--- src/rtl/diag_latch_pkg.sv ---
package diag_latch_pkg;

    typedef enum logic [1:0] {
        FLT_IDLE  = 2'd0,
        FLT_COUNT = 2'd1,
        FLT_HIT   = 2'd2
    } flt_state_t;

    localparam logic [1:0] CODE_SHORT = 2'b00;
    localparam logic [1:0] CODE_OPEN  = 2'b01;
    localparam logic [1:0] CODE_PROT  = 2'b10;
    localparam logic [1:0] CODE_OK    = 2'b11;

endpackage

--- src/rtl/fault_filter.sv ---
module fault_filter
    import diag_latch_pkg::*;
#(
    parameter int FILT_TICKS = 4
) (
    input  logic clk,
    input  logic rst_n,
    input  logic tick,
    input  logic raw,
    output logic qual
);
    localparam int CW = $clog2(FILT_TICKS + 1);
    localparam logic [CW-1:0] LAST = CW'(FILT_TICKS - 1);

    flt_state_t state, state_nx;
    logic [CW-1:0] cnt, cnt_nx;

    always_comb begin
        state_nx = state;
        cnt_nx   = cnt;
        unique case (state)
            FLT_IDLE: begin
                cnt_nx = '0;
                if (raw) state_nx = FLT_COUNT;
            end
            FLT_COUNT: begin
                if (!raw) begin
                    state_nx = FLT_IDLE;
                    cnt_nx   = '0;
                end else if (tick) begin
                    if (cnt == LAST) state_nx = FLT_HIT;
                    else             cnt_nx   = cnt + 1'b1;
                end
            end
            FLT_HIT: begin
                if (!raw) begin
                    state_nx = FLT_IDLE;
                    cnt_nx   = '0;
                end
            end
            default: begin
                state_nx = FLT_IDLE;
                cnt_nx   = '0;
            end
        endcase
    end

    always_ff @(posedge clk or negedge rst_n) begin
        if (!rst_n) begin
            state <= FLT_IDLE;
            cnt   <= '0;
        end else begin
            state <= state_nx;
            cnt   <= cnt_nx;
        end
    end

    always_comb qual = (state == FLT_HIT) && raw;

endmodule

--- src/rtl/chan_diag.sv ---
module chan_diag
    import diag_latch_pkg::*;
#(
    parameter int FILT_TICKS = 4
) (
    input  logic       clk,
    input  logic       rst_n,
    input  logic       tick,
    input  logic       ovl,
    input  logic       otemp,
    input  logic       open_ld,
    input  logic       short_gnd,
    input  logic       off,
    input  logic       clr,
    output logic [1:0] code,
    output logic       flagged
);
    logic [2:0] raw_f;
    logic [2:0] qual_f;

    // filtered sources: 0 overload, 1 open load, 2 short to ground
    always_comb begin
        raw_f[0] = ovl;
        raw_f[1] = open_ld & off;
        raw_f[2] = short_gnd & off;
    end

    for (genvar k = 0; k < 3; k++) begin : g_flt
        fault_filter #(.FILT_TICKS(FILT_TICKS)) u_flt (
            .clk  (clk),
            .rst_n(rst_n),
            .tick (tick),
            .raw  (raw_f[k]),
            .qual (qual_f[k])
        );
    end

    logic lat_ovl, lat_ot, lat_ol, lat_sg;

    always_ff @(posedge clk or negedge rst_n) begin
        if (!rst_n) begin
            lat_ovl <= 1'b0;
            lat_ot  <= 1'b0;
            lat_ol  <= 1'b0;
            lat_sg  <= 1'b0;
        end else begin
            lat_ovl <= (lat_ovl & ~clr) | qual_f[0];
            lat_ot  <= (lat_ot  & ~clr) | otemp;
            lat_ol  <= (lat_ol  & ~clr) | qual_f[1];
            lat_sg  <= (lat_sg  & ~clr) | qual_f[2];
        end
    end

    always_comb begin
        if (lat_ovl || lat_ot) code = CODE_PROT;
        else if (lat_sg)       code = CODE_SHORT;
        else if (lat_ol)       code = CODE_OPEN;
        else                   code = CODE_OK;
        flagged = lat_ovl | lat_ot | lat_ol | lat_sg;
    end

endmodule

--- src/rtl/diag_latch_top.sv ---
module diag_latch_top #(
    parameter int NCH        = 4,
    parameter int FILT_TICKS = 4
) (
    input  logic             clk,
    input  logic             rst_n,
    input  logic             tick,
    input  logic [NCH-1:0]   raw_ovl,
    input  logic [NCH-1:0]   raw_otemp,
    input  logic [NCH-1:0]   raw_open,
    input  logic [NCH-1:0]   raw_short,
    input  logic [NCH-1:0]   chan_off,
    input  logic             clr_pulse,
    output logic [2*NCH-1:0] diag_word,
    output logic [NCH-1:0]   diag_bit,
    output logic             fault_n
);
    localparam int DW = 2 * NCH;

    logic [DW-1:0]  codes;
    logic [NCH-1:0] flags;

    for (genvar i = 0; i < NCH; i++) begin : g_ch
        chan_diag #(.FILT_TICKS(FILT_TICKS)) u_ch (
            .clk      (clk),
            .rst_n    (rst_n),
            .tick     (tick),
            .ovl      (raw_ovl[i]),
            .otemp    (raw_otemp[i]),
            .open_ld  (raw_open[i]),
            .short_gnd(raw_short[i]),
            .off      (chan_off[i]),
            .clr      (clr_pulse),
            .code     (codes[2*i +: 2]),
            .flagged  (flags[i])
        );
    end

    always_comb begin
        diag_word = codes;
        for (int i = 0; i < NCH; i++) diag_bit[i] = &codes[2*i +: 2];
        fault_n = ~|flags;
    end

endmodule

--- config.mk ---
export PLATFORM = sky130hd
export DESIGN_NAME = diag_latch_top
export DESIGN_NICKNAME = d
export VERILOG_FILES = /design/src/rtl/diag_latch_pkg.sv /design/src/rtl/fault_filter.sv /design/src/rtl/chan_diag.sv /design/src/rtl/diag_latch_top.sv
export SDC_FILE = /design/constraint.sdc
export NUM_CORES = 1
export LEC_CHECK = 0
export BUFFER_PORTS_ARGS = -buffer_cell sky130_fd_sc_hd__buf_2
export CAP_MARGIN = 30
export CORE_MARGIN = 2
export CORE_UTILIZATION = 40
export DETAILED_ROUTE_END_ITERATION = 10
export SYNTH_ARGS = -nofsm -noshare
export SYNTH_HDL_FRONTEND = slang
export SYNTH_SLANG_ARGS = --single-unit
export TNS_END_PERCENT = 5
--- constraint.sdc ---
create_clock -name clk -period 1.8 [get_ports clk]
set_input_delay 0.36 -clock clk [delete_from_list [all_inputs] [get_ports clk]]
set_output_delay 0.36 -clock clk [all_outputs]
set_load 0.01 [all_outputs]
After elaboration in Yosys (flattened, before gate mapping) --
Index checks and enable logic that the tools add are counted. Widths: inputs -> output; s select.
Storage, ports and cells: flip-flop bits (word level) 76, output and inout bits 13, logic and storage cells 403, bits of input ports 24
Cells by class: eq/ne operators 96, muxes and demuxes 144, reduce and logical (&&, ||, !) cells 58, add/sub/neg operators 12, bitwise gates (word level) 53
Operators by type and width (count):
- $mux 2 | 72
- $mux 3 | 48
- $ne 3x3->1 const B | 36
- $pmux 2 s3 | 12
- $pmux 3 s2 | 12
- $ne 2x2->1 const B | 24
- $reduce_and 4->1 | 12
- $add 3x1->3 const B | 12
- $eq 3x2->1 const B | 12
- $reduce_and 3->1 | 12
- $or 1x1->1 | 28
- $and 1x1->1 | 24
- $eq 2x1->1 const B | 12
- $eq 2x2->1 const B | 12
- $logic_not 2->1 | 12
- $logic_and 1x1->1 | 12
- $reduce_and 2->1 | 4
- $logic_or 1x1->1 | 4
- $reduce_or 4->1 | 1
- $logic_not 1->1 | 1
- $not 1->1 | 1

Logic depth before layout (Yosys ltp) --
Gate-level depths: netlist (run 1).
word-level depth 5, mapped depth 5, gate-level depth less buffers 5

Hierarchy --
Synthesis (run 1) repeated with hierarchy kept, for this count alone.
Unflattened totals: cells, all modules 381, area, all modules 4236.6 sq um
Modules (own cells, without submodules):
- fault_filter | seq. area each 125.1 sq um, instances 12, cells each 26, area each 294.0 sq um
- chan_diag | seq. area each 100.1 sq um, instances 4, cells each 16, area each 167.7 sq um
- diag_latch_top | seq. area each 0.0 sq um, instances 1, cells each 5, area each 37.5 sq um

Least setup slack after synthesis (run 1) --
No wires, ideal clock.
path kind reg-to-reg, start register g_ch[1].u_ch.g_flt[2].u_flt.cnt[0], end register g_ch[1].u_ch.g_flt[2].u_flt.cnt[1], required time 1678 ps, setup time 122 ps, path buffers 0, arrival time 1481 ps, clock period less this slack 1603 ps, cell stages (with the launch flop) 6, setup slack 197 ps, path through dfrtp_1 > ha_1 > ha_1 > nand2b_1 > mux2_2 > a32o_1
On the way: word-level cells in the longest chain between the ends 5, elaborated cells on any way between the ends 8, classes of those cells 1 x add/sub; 2 x eq/ne; 4 x mux; 1 x reduce/logical
RTL lines:
- start, declared | RTL line fault_filter.sv:16 | logic [CW-1:0] cnt, cnt_nx;
- start signal, assigned | RTL line fault_filter.sv:54 | cnt <= cnt_nx;
- $add 3x1->3 | RTL line fault_filter.sv:32 | else cnt_nx = cnt + 1'b1;
- $mux 3 | RTL line fault_filter.sv:31 | if (cnt == LAST) state_nx = FLT_HIT;
- $mux 3 | RTL line fault_filter.sv:30 | end else if (tick) begin
- $mux 3 | RTL line fault_filter.sv:27 | if (!raw) begin
- $pmux 3 s2 | RTL line fault_filter.sv:21 | unique case (state)
Parallel ways exist; a longest one is shown, timed or not. The select of a mux whose other input is x is not followed. A chain may end at the register's enable or synchronous reset.

Worst setup path after layout (run 1) --
start register g_ch[1].u_ch.lat_sg, end output fault_n
On the way: word-level cells in the longest chain between the ends 3
RTL lines:
- start, declared | RTL line chan_diag.sv:38 | logic lat_ovl, lat_ot, lat_ol, lat_sg;
- start signal, assigned | RTL line chan_diag.sv:50 | lat_sg <= (lat_sg & ~clr) | qual_f[2];
- $or 1x1->1 | RTL line chan_diag.sv:59 | flagged = lat_ovl | lat_ot | lat_ol | lat_sg;
- $reduce_or 4->1 | RTL line diag_latch_top.sv:42 | fault_n = ~|flags;
- $logic_not 1->1 | RTL line diag_latch_top.sv:42
- end, declared | RTL line diag_latch_top.sv:16 | output logic fault_n
No other way between the ends.

==> results.toml, run 1 <==
[sta]
skew_ns = 0.00757
max-slew-margin-rel_pct = 71.9
post-route-min-period_ns = 1.86
tns_ns = -0.0592
worst_pin_slew_ns = 0.420
fmax_mhz = 538
slew_violations = 0
hold_ws_ns = 0.185
fin_crit_sh_pct = 103
hold_viol = 0
layout_setup_ws_ns = -0.0592
setup_viol = 1
rsz0062_at_grt = "true"

[clocking]
cts_sinks = 76
cts-buffers-inserted = 9
tritoncts = "done"
clk_latency_ns = 0.35
cts_buffer_depth = 2
htree_levels = 3
cts.clk_slew.worst_paths_ns = 0.08
clockRootBuffer = "clkbuf_8"

[global_route]
grt_pass1_wl_um = 12800
first_global_vias = 2802
grt_start_max_net_pins = 34
track_usage_pct = 15.6
overflow = 0
antenna_found_initial = 0

[final_layout]
drive_above_1_share_pct = 17.8
finalCoreUtilization_pct = 48.2
layout.nets = 464
multiInputGateArea_um2 = 1930
n_antenna_cell = 0
final_common_cell = "dfrtp_1"
most-common-layout-cells = "74 x dfrtp_1, 33 x buf_2, 30 x nand3_1"
final_cells = 554
seq_area_um2 = 1900
fin_area_um2 = 4640
area_growth_pct = 19.0
fillCellCount = 910

[detailed_routing]
drtIter0Drc = 49
drc = 0
vias = 2944
dr.pass1.iters = 6
ant_nets = 0
post_drt_wl_per_cell_um = 14.1
drt_wl_total_um = 7790
vias_per_cell = 5.31

[critical_path]
critical_path.slowest_cell = "dfrtp_1"
worst_ep_required_time_ns = 1.44
slowest_delay_ns = 0.41
cp-start-kind = "flop"
crit_type = "flop to output pin"
reg2reg_slack_ns = 0.11
cp-end-kind = "output pin"
critPathMaxFanout = 4
arrival_ns = 1.50
crit_path_cell_trace = "nor4_1 > buf_4 > and4_4 > buf_6"

[synth]
syn_nets = 410
synth_top_area_cell = "dfrtp_1"
yosys_warnings = 0
synthTopCellsByArea = "dfrtp_1 49%, ha_1 7.7%, mux2i_1 6.2%"
postSynthAreaPerCell_um2 = 10.8
synth_cell_types = 40
synth_flop_cell = "dfrtp_1"
yosysSeqAreaShare_pct = 48.8
synthesis.area_um2 = 3900
synth-edff-count = 0
synthCells = 362
synth-seq-cells = 76
synth.top_cell.area_share_pct = 48.8
ys_async_sr_fraction_pct = 100

[pwr]
intPower_mw = 2.85
p_per_area_nw_per_um2 = 793
clockPowerShare_pct = 43.8
p_comb_share_pct = 8.2
seqPwrFrac_pct = 48.0
leakage_nw = 2.18
vdd_drop_max_v = 0.000547
swShare_pct = 22.4
total_power_mw = 3.68
switchingPower_mw = 0.825

[placed_design]
placedCellCount = 533
dpl_cell_area_um2 = 4300
dp_hpwl_um = 5630
pre_cts_slack_ns = 0.117
numPortBuffers = 36
gp_congestion = 0.813

[job]
cap_violations = 0

[status]
status = "complete, but fails checks"
violations = "setup timing"

[die]
placementRows = 36
die_x_um = 103
dieArea_um2 = 10600
num_io_pins = 37
start_util_pct = 40.5
coreArea_um2 = 9640
die_h_um = 103

[hold_path]
hp-class = "primary input to flop"
==> flip-flops by register name (all words and copies together) (netlist names) <==
name / flops
g_ch.u_ch.lat_ovl: 4
g_ch.u_ch.lat_sg: 4
g_ch.u_ch.g_flt.u_flt.cnt: 36
g_ch.u_ch.g_flt.u_flt.state: 24
g_ch.u_ch.lat_ol: 4
g_ch.u_ch.lat_ot: 4
==> cell usage after synthesis (all sizes together), types with 2 or more instances <==
cell	instances
a21oi	12
nand3	30
or2b	4
ha	24
a31oi	4
o2bb2ai	8
nor3	4
a21o	5
o21ai	7
nand4b	4
a32o	2
nand2	17
nor2b	16
inv	17
o32ai	2
nand2b	24
nor4	4
o31ai	3
nor2	7
dfrtp	76
nand3b	2
or3	15
a21boi	7
mux2	2
a311oi	11
buf	6
o22ai	5
xor2	2
nand4	7
mux2i	24
and2	2
a22o	3
==> final timing paths <==
kind / startpoint / depth (start not counted) / end
setup / recovery: g_ch[1].u_ch.lat_sg / 4 / fault_n
hold / removal: raw_otemp[0] / 2 / g_ch[0].u_ch.lat_ot
setup reg to reg: g_ch[1].u_ch.g_flt[2].u_flt.cnt[0] / 5 / g_ch[1].u_ch.g_flt[2].u_flt.cnt[2]
hold reg to reg: g_ch[1].u_ch.g_flt[2].u_flt.state[1] / 1 / g_ch[1].u_ch.g_flt[2].u_flt.state[0]
max in group asynchronous: rst_n / 3 / g_ch[1].u_ch.g_flt[2].u_flt.state[1]
min in group asynchronous: rst_n / 2 / g_ch[1].u_ch.g_flt[1].u_flt.cnt[0]
==> cell families (layout without fill, tap and decap cells) <==
family                   Yosys count  in the layout  synth area share (%)
AO/OA/AOI/OAI                     70             70                  13.2
XOR/XNOR                           3              3                 0.674
adder cells (fa/ha/maj)           24             24                  7.70
buffers and inverters             24             83                  2.66
flip-flops                        76             76                  48.8
multiplexers                      26             26                  6.74
AND/OR/NAND/NOR                  139            139                  20.3
==> cell type report <==
class | count | share of cell area (%)
repair buffers | 50 | 6.98
clock buffers | 12 | 3.34
multi-input cells | 262 | 41.6
inverters | 17 | 1.37
clock inverters | 4 | 2.05
flip-flops and latches | 76 | 41.0
well taps | 133 | 3.58
==> timing repair <==
action,in CTS,in global routing
hold endpoints to repair,22,0
hold buffers,1,0
gates cloned,0,0
resized for setup,2,8
buffers inserted,4,0
pin swaps,2,1
setup endpoints to repair,1,2
==> power groups by stage <==
| stage | clock network [mW] | registers [mW] | logic [mW] |
|---|---|---|---|
| 3_3_place_gp | 0 | 1.80 | 0.291 |
| 4_1_cts | 1.67 | 1.77 | 0.304 |
| 5_1_grt | 1.72 | 1.77 | 0.340 |
| 6_report | 1.61 | 1.77 | 0.303 |
| 2_1_floorplan | 0 | 1.79 | 0.151 |
| 3_5_place_dp | 0 | 1.80 | 0.298 |
==> worst max-delay path, delay by kind of cell, from the launching register on <==
family	cells	cell delay (ns)
simple gates	2	0.48
flops	1	0.41
buf+inv	2	0.27
==> metal layers <==
layer	track usage, %	routed length [µm]
met3	3.86	256
met1	20.4	3650
met2	25.5	3740
met4	5.57	140
met5	0	0
Note: power is estimated with default switching activity, not from simulation.
==> inputs of run 2 (changes only) <==
--- a/config.mk
+++ b/config.mk
@@ -10,6 +10,7 @@
 export CORE_MARGIN = 2
 export CORE_UTILIZATION = 40
 export DETAILED_ROUTE_END_ITERATION = 10
+export SETUP_SLACK_MARGIN = 0.02
 export SYNTH_ARGS = -nofsm -noshare
 export SYNTH_HDL_FRONTEND = slang
 export SYNTH_SLANG_ARGS = --single-unit
==> run 2 against run 1 <==
Net effect:
- first-iteration DRC count is the same
- critical path depth unchanged
- sequential power is essentially flat
- highest routed layer unchanged
- die area unchanged
- sequential cell count unchanged
- clock-buffer cell count unchanged
- cell area hardly changed
- largest cell class unchanged
- clock power barely moved
- clock skew hardly changed
- the flow still finishes with violations (setup timing)
- maximum frequency barely moved
==> results.toml, run 2 (synthesis gave the netlist of run 1 again) <==
[sta]
slew_violations = 0
hold_viol = 0
setup_viol = 1
skew_ns = 0.00802
worst_pin_slew_ns = 0.420
fmax_mhz = 538
rsz0062_at_grt = "true"
post-route-min-period_ns = 1.86
max-slew-margin-rel_pct = 71.9
fin_crit_sh_pct = 103
layout_setup_ws_ns = -0.0591

[die]
start_util_pct = 40.5
die_h_um = 103
dieArea_um2 = 10600
num_io_pins = 37
coreArea_um2 = 9640
die_x_um = 103
placementRows = 36

[status]
status = "complete, but fails checks"
violations = "setup timing"

[critical_path]
arrival_ns = 1.50
reg2reg_depth = 5
cp-start-kind = "flop"
worst_ep_required_time_ns = 1.44
critPathMaxFanout = 4
cp-end-kind = "output pin"
crit_type = "flop to output pin"

[detailed_routing]
drt_wl_total_um = 7790
vias = 2940
post_drt_wl_per_cell_um = 14.1
wl_met1_um = 3660
wl_met3_um = 256
drtIter0Drc = 49
maxUsedRoutingLayer = "met4"
vias_per_cell = 5.31
drc = 0
ant_nets = 0
dr.pass1.iters = 6
wl_met2_um = 3730

[final_layout]
most-common-layout-cells = "74 x dfrtp_1, 33 x buf_2, 30 x nand3_1"
seq_area_um2 = 1900
largest_register_ff_count = 36
drive_above_1_share_pct = 17.8
fillCellCount = 912
multiInputGateArea_um2 = 1930
layout.nets = 464
area_growth_pct = 19.1
final_common_cell = "dfrtp_1"
top_regs = "g_ch.u_ch.g_flt.u_flt.cnt: 36 flops, g_ch.u_ch.g_flt.u_flt.state: 24 flops"
n_antenna_cell = 0
top_register = "g_ch.u_ch.g_flt.u_flt.cnt"

[clocking]
htree_levels = 3
cts.clk_slew.worst_paths_ns = 0.08
cts-buffers-inserted = 9
clk_latency_ns = 0.35
cts_buffer_depth = 2
clockRootBuffer = "clkbuf_8"
tritoncts = "done"
cts_sinks = 76

[hold_path]
holdPathStages = 2
hp-class = "primary input to flop"

[global_route]
overflow = 0
grt_start_max_net_pins = 34
track_usage_pct = 15.6
antenna_found_initial = 0
first_global_vias = 2802
grt_pass1_wl_um = 12800

[placed_design]
dp_hpwl_um = 5630
pre_cts_slack_ns = 0.117
gp_congestion = 0.813
numPortBuffers = 36

[pwr]
leakage_nw = 2.18
total_power_mw = 3.68
vdd_drop_max_v = 0.000547
p_per_area_nw_per_um2 = 792

[job]
cap_violations = 0
run 2: through the flow:
step / util, % / instances / TNS (ns) / hold WS [ns] / instance area [µm²]
after global placement: 44.6 / 533 / 0 / 0.285 / 4300
after global routing: 48.2 / 554 / -0.106 / 0.165 / 4650
after detailed placement: 44.6 / 533 / 0 / 0.290 / 4300
after floorplan: - / 362 / 0 / 0.0644 / 3900
after CTS: 47.8 / 554 / -0.0910 / 0.164 / 4610
final: 48.2 / 554 / -0.0591 / 0.185 / 4650
run 2: power breakdown:
| group | total [mW] | switching, mW | internal (mW) |
|---|---|---|---|
| clock | 1.61 | 0.614 | 0.996 |
| combinational | 0.304 | 0.181 | 0.123 |
| sequential | 1.77 | 0.0300 | 1.74 |
run 2: path summary, 6_finish.rpt:
| kind | startpoint | endpoint | slack [ns] |
|---|---|---|---|
| min in group asynchronous | rst_n | g_ch[1].u_ch.g_flt[1].u_flt.cnt[0] | 0.45 |
| max in group asynchronous | rst_n | g_ch[1].u_ch.g_flt[2].u_flt.state[1] | 0.73 |
| worst min-delay path | raw_otemp[0] | g_ch[0].u_ch.lat_ot | 0.18 |
| worst max-delay path | g_ch[1].u_ch.lat_sg | fault_n | -0.06 |
| worst min register to register | g_ch[1].u_ch.g_flt[2].u_flt.state[1] | g_ch[1].u_ch.g_flt[2].u_flt.state[0] | 0.45 |
| worst max register to register | g_ch[1].u_ch.g_flt[2].u_flt.cnt[0] | g_ch[1].u_ch.g_flt[2].u_flt.cnt[2] | 0.11 |
run 2: timing repair:
| action | CTS | global route |
|---|---|---|
| pin swaps | 2 | 1 |
| buffers inserted | 4 | 0 |
| gates cloned | 0 | 0 |
| resized for setup | 3 | 8 |
| setup endpoints to repair | 1 | 3 |
| hold buffers | 1 | 0 |
| endpoints found under the hold margin | 22 | 0 |
run 2: area by class of cell:
type	count	share of cell area [%]
Clock buffer	12	3.34
Clock inverter	4	2.05
Inverter	17	1.37
Multi-Input combinational cell	262	41.6
Sequential cell	76	41.0
Tap cell	133	3.58
Timing Repair Buffer	50	7.06
run 2: metal layers:
layer / track usage [%] / up-vias
li1: - / 1450
met1: 20.4 / 1438
met2: 25.5 / 40
met3: 3.86 / 12
met4: 5.57 / 0
met5: 0 / -
run 2: critical path, stage by stage, from the launching register on:
cell,delay (ns)
dfrtp_1,0.41
nor4_1,0.27
buf_4,0.17
and4_4,0.21
buf_6,0.10
==> inputs of run 3 (changes only) <==
--- a/config.mk
+++ b/config.mk
@@ -13,5 +13,6 @@
 export SETUP_SLACK_MARGIN = 0.02
 export SYNTH_ARGS = -nofsm -noshare
 export SYNTH_HDL_FRONTEND = slang
+export SYNTH_HIERARCHICAL = 1
 export SYNTH_SLANG_ARGS = --single-unit
 export TNS_END_PERCENT = 5
==> run 3 against run 2 <==
Net effect:
- sequential cell count unchanged
- first-iteration DRC count increased by 140%
- the flow now finishes without violations
- critical path type unchanged
- non-clock buffer count decreased by 8
==> results.toml, run 3 <==
[status]
status = "completed"

[critical_path]
cp-end-kind = "output pin"
cp-start-kind = "flop"
arrival_ns = 1.39
reg2reg_slack_ns = 0.30
crit_type = "flop to output pin"
crit_start = "g_ch[2].u_ch/lat_ot"
r2r_start = "g_ch[3].u_ch/g_flt[0].u_flt/cnt[0]"
critPathMaxFanout = 3
cp-endpoint = "fault_n"
reg2reg_depth = 5
worst_ep_required_time_ns = 1.44
worstReg2RegEnd = "g_ch[3].u_ch/g_flt[0].u_flt/cnt[0]"

[final_layout]
seq_area_um2 = 1900
fillCellCount = 946
area_growth_pct = 14.9
layout.nets = 482
n_antenna_cell = 0
largest_register_ff_count = 36
final_common_cell = "dfrtp_1"
top_regs = "g_ch.u_ch/g_flt.u_flt/cnt: 36 flops, g_ch.u_ch/g_flt.u_flt/state: 24 flops"
drive_above_1_share_pct = 28.5
final_cells = 574
multiInputGateArea_um2 = 2240
most-common-layout-cells = "76 x dfrtp_1, 40 x nand2_1, 36 x mux2i_1, 35 x buf_2"
top_register = "g_ch.u_ch/g_flt.u_flt/cnt"

[die]
die_h_um = 107
die_x_um = 107
num_io_pins = 37
start_util_pct = 41.0
dieArea_um2 = 11400
coreArea_um2 = 10300
placementRows = 37

[hold_path]
hp-class = "primary input to flop"

[synth]
ys_top_cells_by_count = "76 x dfrtp_1, 40 x nand2_1, 36 x mux2i_1"
synth_top_area_cell = "dfrtp_1"
synth.top_cell.area_share_pct = 44.9
synthTopCellsByArea = "dfrtp_1 45%, mux2i_1 8.5%, ha_1 7.1%"
synth_cell_types = 21
syn_nets = 429
synth_flop_cell = "dfrtp_1"
synthCells = 381
yosysMostFrequentCell = "dfrtp_1"
synth-edff-count = 0
yosys_warnings = 6
ys_async_sr_fraction_pct = 100
synthesis.area_um2 = 4240
synth-seq-cells = 76
postSynthAreaPerCell_um2 = 11.1
yosysSeqAreaShare_pct = 44.9

[global_route]
first_global_vias = 2779
overflow = 0
track_usage_pct = 13.9
grt_pass1_wl_um = 12700
grt_start_max_net_pins = 37
antenna_found_initial = 0

[sta]
rsz0062_at_grt = "true"
slew_violations = 0
layout_setup_ws_ns = 0.0544
hold_viol = 0
fmax_mhz = 573
fin_crit_sh_pct = 97.0
skew_ns = 0.00881
setup_viol = 0
post-route-min-period_ns = 1.75
max-slew-margin-rel_pct = 74.8
tns_ns = 0
worst_pin_slew_ns = 0.378
hold_ws_ns = 0.199

[clocking]
htree_levels = 3
cts_buffer_depth = 2
tritoncts = "done"
clk_latency_ns = 0.35
cts_sinks = 76
clockRootBuffer = "clkbuf_8"
cts.clk_slew.worst_paths_ns = 0.08
cts-buffers-inserted = 9

[placed_design]
gp_congestion = 0.742
placedCellCount = 556
dp_hpwl_um = 5340
numPortBuffers = 36
pre_cts_slack_ns = 0.295

[detailed_routing]
ant_nets = 0
post_drt_wl_per_cell_um = 12.8
drtIter0Drc = 119
drc = 0
vias = 2868
drt_wl_total_um = 7330
dr.pass1.iters = 4
vias_per_cell = 5.00

[pwr]
vdd_drop_max_v = 0.000285
p_per_area_nw_per_um2 = 697
leakage_nw = 2.45

[job]
cap_violations = 0
[run 3: what timing repair did]
action | in CTS | in global routing
setup buffers | 1 | 1
resized for setup | 1 | 3
hold endpoints to repair | 25 | 0
endpoints found under the setup margin | 1 | 2
hold buffers | 1 | 0
pin swaps | 3 | 1
[run 3: worst max-delay path, cell delays in order, from the launching register on]
cell,delay (ns)
dfrtp_1,0.41
nor2_2,0.13
nand2_1,0.09
nor4_2,0.25
buf_2,0.17
[run 3: worst min path at each step]
stage                             from                              endpoint  slack, ns  cells after the start
after global routing      raw_otemp[0]                   g_ch[0].u_ch/lat_ot       0.19                      2
after global placement           rst_n  g_ch[2].u_ch/g_flt[2].u_flt/state[1]       0.31                      1
after CTS                 raw_otemp[2]                   g_ch[2].u_ch/lat_ot       0.19                      2
after floorplan                  rst_n    g_ch[0].u_ch/g_flt[0].u_flt/cnt[0]       0.06                      0
final                     raw_otemp[2]                   g_ch[2].u_ch/lat_ot       0.20                      2
after detailed placement         rst_n  g_ch[2].u_ch/g_flt[2].u_flt/state[1]       0.31                      1
[run 3: metrics by stage]
stage	area (µm²)	power [mW]	util (%)
floorplan	4240	1.99	-
global placement	4640	2.14	44.9
detailed placement	4640	2.14	44.9
CTS	4850	3.44	47.0
global route	4870	3.55	47.1
finish	4870	3.39	47.1
[run 3: report_power, final]
group | switching (mW) | internal [mW] | leakage [nW]
Clock | 0.621 | 0.664 | 0.0979
Combinational | 0.194 | 0.146 | 1.33
Sequential | 0.0261 | 1.74 | 1.03
Total | 0.841 | 2.55 | 2.45
[run 3: area by class of cell]
type                            count  share of cell area (%)
Clock buffer                       10                    2.83
Clock inverter                      5                    1.08
Inverter                           28                    2.16
Multi-Input combinational cell    277                    46.1
Sequential cell                    76                    39.1
Tap cell                          136                    3.50
Timing Repair Buffer               42                    5.25
[run 3: per-layer routing]
metal | wire length (µm) | vias to the layer above | GRT usage (%) | share of wire, %
met1 | 3550 | 1388 | 18.4 | 48
li1 | - | 1433 | - | -
met3 | 258 | 6 | 2.98 | 3.5
met4 | 67 | 0 | 5.57 | 0.91
met2 | 3450 | 41 | 22.4 | 47
met5 | 0 | - | 0 | 0
[run 3: kinds of logic after synthesis]
family	share of synthesized area, %
multiplexers	8.51
AND/OR/NAND/NOR	24.9
AO/OA/AOI/OAI	12.2
adder cells (fa/ha/maj)	7.09
flip-flops	44.9
buffers and inverters	2.48
